==> src/rtl/i2f_pkg.sv <==
package i2f_pkg;
   localparam int SP_EXP_W  = 8;
   localparam int SP_FRAC_W = 23;
   localparam int SP_BIAS   = 127;

   typedef struct packed {
      logic                 sign;
      logic [SP_EXP_W-1:0]  exponent;
      logic [SP_FRAC_W-1:0] fraction;
   } sp_word_t;
endpackage

==> src/rtl/i2f_lead_one.sv <==
module i2f_lead_one #(
   parameter int W    = 16,
   localparam int PW  = $clog2(W)
) (
   input  logic [W-1:0]  vec,
   output logic [PW-1:0] pos,
   output logic          found
);
   initial begin
      assert (W >= 2) else $error("i2f_lead_one: W must be at least 2");
   end

   always_comb begin
      pos   = '0;
      found = 1'b0;
      for (int i = 0; i < W; i++) begin
         if (vec[i]) begin
            pos   = PW'(i);
            found = 1'b1;
         end
      end
   end
endmodule

==> src/rtl/i2f_norm_shift.sv <==
module i2f_norm_shift #(
   parameter int W    = 16,
   localparam int SW  = $clog2(W)
) (
   input  logic [W-1:0]  din,
   input  logic [SW-1:0] amt,
   output logic [W-1:0]  dout
);
   logic [W-1:0] stage [0:SW];

   assign stage[0] = din;

   generate
      for (genvar k = 0; k < SW; k++) begin : g_stage
         assign stage[k+1] = amt[k] ? (stage[k] << (1 << k)) : stage[k];
      end
   endgenerate

   assign dout = stage[SW];
endmodule

==> src/rtl/i2f_convert.sv <==
module i2f_convert
   import i2f_pkg::*;
#(
   parameter int IN_W    = 16,
   parameter int EXP_W   = SP_EXP_W,
   parameter int FRAC_W  = SP_FRAC_W,
   parameter int BIAS    = SP_BIAS,
   parameter bit REG_OUT = 1'b1,
   localparam int OUT_W  = 1 + EXP_W + FRAC_W,
   localparam int PW     = $clog2(IN_W),
   localparam int PAD    = FRAC_W - (IN_W - 1)
) (
   input  logic             clk,
   input  logic             rst_n,
   input  logic             in_valid,
   input  logic [IN_W-1:0]  in_int,
   output logic             out_valid,
   output logic [OUT_W-1:0] out_float
);
   initial begin
      assert (IN_W >= 2) else $error("i2f_convert: IN_W too small");
      assert (PAD >= 0) else $error("i2f_convert: significand too narrow for exact result");
      assert (BIAS + IN_W - 1 < (1 << EXP_W) - 1) else $error("i2f_convert: exponent field too narrow");
   end

   logic              neg;
   logic [IN_W-1:0]   mag;
   logic [PW-1:0]     lead_pos;
   logic              nonzero;
   logic [PW-1:0]     shift_amt;
   logic [IN_W-1:0]   normed;
   logic [EXP_W-1:0]  exp_f;
   logic [FRAC_W-1:0] frac_f;
   logic [OUT_W-1:0]  result;

   assign neg = in_int[IN_W-1];
   assign mag = neg ? (~in_int + IN_W'(1)) : in_int;

   i2f_lead_one #(.W(IN_W)) u_lead (
      .vec   (mag),
      .pos   (lead_pos),
      .found (nonzero)
   );

   assign shift_amt = PW'(IN_W - 1) - lead_pos;

   i2f_norm_shift #(.W(IN_W)) u_shift (
      .din  (mag),
      .amt  (shift_amt),
      .dout (normed)
   );

   assign exp_f = EXP_W'(BIAS) + EXP_W'(lead_pos);

   generate
      if (PAD > 0) begin : g_pad
         assign frac_f = {normed[IN_W-2:0], {PAD{1'b0}}};
      end else begin : g_nopad
         assign frac_f = normed[IN_W-2:0];
      end
   endgenerate

   assign result = nonzero ? {neg, exp_f, frac_f} : '0;

   generate
      if (REG_OUT) begin : g_reg
         always_ff @(posedge clk) begin
            if (!rst_n) begin
               out_valid <= 1'b0;
               out_float <= '0;
            end else begin
               out_valid <= in_valid;
               if (in_valid) out_float <= result;
            end
         end
      end else begin : g_comb
         assign out_valid = in_valid;
         assign out_float = result;
      end
   endgenerate
endmodule

==> config.mk <==
export PLATFORM = sky130hd
export DESIGN_NAME = i2f_convert
export DESIGN_NICKNAME = d
export VERILOG_FILES = /design/src/rtl/i2f_pkg.sv /design/src/rtl/i2f_lead_one.sv /design/src/rtl/i2f_norm_shift.sv /design/src/rtl/i2f_convert.sv
export SDC_FILE = /design/constraint.sdc
export NUM_CORES = 1
export LEC_CHECK = 0
export BUFFER_PORTS_ARGS = -buffer_cell sky130_fd_sc_hd__buf_2
export CAP_MARGIN = 25
export CORE_UTILIZATION = 46
export CTS_CLUSTER_DIAMETER = 40
export CTS_CLUSTER_SIZE = 20
export DETAILED_ROUTE_END_ITERATION = 12
export GPL_TIMING_DRIVEN = 0
export PLACE_DENSITY_LB_ADDON = 0.2
export SLEW_MARGIN = 30
export SYNTH_ARGS = -nofsm -noshare
export SYNTH_HDL_FRONTEND = slang
export SYNTH_SLANG_ARGS = --single-unit
==> constraint.sdc <==
create_clock -name clk -period 4.4 [get_ports clk]
set_input_delay 0 -clock clk [delete_from_list [all_inputs] [get_ports clk]]
set_output_delay 0 -clock clk [all_outputs]
set_load 0.02 [all_outputs]
==> results.sh <==
export IMPL_synth_edf_count=0
export IMPL_p_leak_uw=0.00130
export IMPL_cp_data_required_time_ns=4.61
export IMPL_vdd_drop_max_v=0.000203
export IMPL_synth_top_area_cell="dfxtp_1"
export IMPL_crit_end="out_float[20]"
export IMPL_rsz0062_at_grt="false"
export IMPL_post_cts_repair_setup_buffers=0
export IMPL_fin_nets=424
export IMPL_clk_latency_ns=0.27
export IMPL_wl_per_cell_um=15.8
export IMPL_hold_class="input port to register"
export IMPL_r2r_start="out_float[21]"
export IMPL_gp_congestion=0.920
export IMPL_timing_final_crit_share_pct=79.8
export IMPL_reg2reg_depth=3
export IMPL_ys_seq_elements=24
export IMPL_relSlewSlack_pct=54.5
export IMPL_finalMaxSlewViolations=0
export IMPL_cp_max_fo=10
export IMPL_timing_reg2reg_setup_slack_ns=3.43
export IMPL_period_minus_slack_ns=3.51
export IMPL_grt_max_degree=15
export IMPL_clk_path_buf_depth=2
export IMPL_r2r_end="out_float[21]"
export IMPL_postCtsHoldBufs=0
export IMPL_antenna_found_initial=0
export IMPL_die_h_um=78.3
export IMPL_max_cap_viol_count=0
export IMPL_die_w_um=78.3
export IMPL_insertedDiodeCount=0
export IMPL_max_freq_ghz=0.285
export IMPL_start_kind="input port"
export IMPL_grt_pass1_vias=2587
export IMPL_io_buffers=33
export IMPL_grt_pass1_wl_um=12500
export IMPL_placed_area_um2=2960
export IMPL_drt_iter0_markers=214
export IMPL_setup_violations_final=0
export IMPL_yosysTopAreaCellShare_pct=18.0
export IMPL_dieArea_um2=6120
export IMPL_drt_total_wl_um=7470
export IMPL_endpoint_kind="register"
export IMPL_cts_resized=0
export IMPL_cp_slowest_cell="nor2_1"
export IMPL_syn_avg_cell_area_um2=7.49
export IMPL_yosys_warnings=0
export IMPL_cts_tree="yes"
export IMPL_grtUsageTotal_pct=25.2
export IMPL_vias_per_cell=6.10
export IMPL_postLayoutCoreUtil_pct=54.7
export IMPL_fin_tns_setup_ns=0
export IMPL_tightestPinTransition_ns=0.681
export IMPL_final_antenna_net_count=0
export IMPL_final_area_um2=3030
export IMPL_layout_drive_gt1_share_pct=22.4
export IMPL_cp_arrival_ns=3.73
export IMPL_area_delta_synth_final_pct=13.2
export IMPL_crit_chain="clkbuf_1 -> inv_1 -> ha_1 -> inv_1 -> nor4_4 -> mux2_2 -> a41oi_1 -> nand2b_1 -> inv_2 -> nor2_1 -> nor2b_2 -> nand2b_1 -> a211oi_1 -> a32o_1"
export IMPL_worstSetupPathType="input port to register"
export IMPL_fillers=569
export IMPL_critPathLaunch="in_int[0]"
export IMPL_syn_inst=357
export IMPL_synth_cell_types=79
export IMPL_clock_sinks=24
export IMPL_seq_area_frac_synth_pct=18.0
export IMPL_async_reset_ff_share_pct=0
export IMPL_core_area_um2=5540
export IMPL_p_per_area_nw_per_um2=270
export IMPL_yosysMostFrequentCell="nor2_1"
export IMPL_skew_ns=0
export IMPL_clk_pin_slew_ns=0.09
export IMPL_initial_core_util_pct=48.3
export IMPL_synth_common_cells="nor2_1 (40), nand2_1 (29), dfxtp_1 (24)"
export IMPL_hpwl_um=5860
export IMPL_drc=0
export IMPL_first_pass_iters=5
export IMPL_std_cell_rows=27
export IMPL_finalHoldViolCount=0
export IMPL_netlist_area_um2=2680
export IMPL_root_buffer="clkbuf_8"
export IMPL_synth_area_top_cells="dfxtp_1 (18%), nor2_1 (5.6%), mux2i_1 (4.5%)"
export IMPL_cts_made_buffers=3
export IMPL_vias=2887
export IMPL_critPathMaxStageDelay_ns=0.53
export IMPL_overflow=0
export IMPL_io_pins=52
export IMPL_htree_num_levels=1
export IMPL_status="completed"
export IMPL_ys_flop_type="dfxtp_1"
==> report_power, final <==
part / internal, µW / switching, µW
sequential: 240 / 10.2
combinational: 140 / 232
clock: 122 / 73.3
==> layout make-up <==
class                   count  area, µm²  share of cell area (%)
inverters                  15       61.3                    2.02
repair buffers             33        165                    5.45
clock buffers               3       41.3                    1.36
well taps                  72       90.1                    2.98
clock inverters             1       30.0                   0.992
multi-input cells         292       1970                    65.2
flip-flops and latches     24        480                    15.9
plain buffers              33        185                    6.12
==> how the worst min path moves through the flow <==
stage / from / to / slack, ns / cells after the start
global route: rst_n / out_float[31] / 0.09 / 2
detailed placement: rst_n / out_float[31] / 0.36 / 2
finish: rst_n / out_float[17] / 0.08 / 3
CTS: rst_n / out_float[17] / 0.07 / 3
floorplan: rst_n / out_float[31] / 0.12 / 1
global placement: rst_n / out_float[17] / 0.35 / 3
==> sequential cells by signal, indices dropped and copies added (netlist names) <==
register and flops:
out_valid 1, out_float 23
==> cell families after synthesis <==
family                   share of synthesized area (%)
AO/OA/AOI/OAI                                     32.8
adder cells (fa/ha/maj)                           1.40
flip-flops                                        18.0
AND/OR/NAND/NOR                                   26.1
multiplexers                                      6.88
buffers and inverters                             9.21
other                                            0.140
XOR/XNOR                                          5.52
==> worst max-delay path, delay by kind of cell <==
kind	cells	cell delay (ns)
buf+inv	4	0.69
mux	1	0.39
fa+ha+maj	1	0.34
simple gates	5	1.65
compound gates	3	0.65
==> metal layers <==
layer | vias up | GRT usage, % | wire length, µm
met5 | - | 0 | 0
met4 | 0 | 5.19 | 119
met3 | 19 | 4.30 | 543
met2 | 130 | 39.6 | 3270
met1 | 1341 | 35.8 | 3540
li1 | 1397 | - | -
==> through the flow <==
step | worst slack, ns | instances | hold slack (ns) | total power (µW)
after detailed placement | 0.706 | 469 | 0.357 | 621
after floorplan | 1.29 | 364 | 0.122 | 531
after global placement | 0.680 | 469 | 0.352 | 619
after global routing | 0.558 | 473 | 0.0918 | 864
final | 0.889 | 473 | 0.0752 | 817
after CTS | 0.971 | 473 | 0.0692 | 815
==> cell usage in the layout, fill, tap and decap left out, drive strengths merged, types with 7 or more instances in the layout <==
cell type	instances
buf	50
nor2	40
nand2	29
a21oi	27
dfxtp	24
clkbuf	19
o21ai	16
inv	13
mux2i	12
o22ai	11
nand3	10
xor2	10
a211oi	9
conb	8
nor4	8
a21o	7
Note: power is estimated with default switching activity, not from simulation.
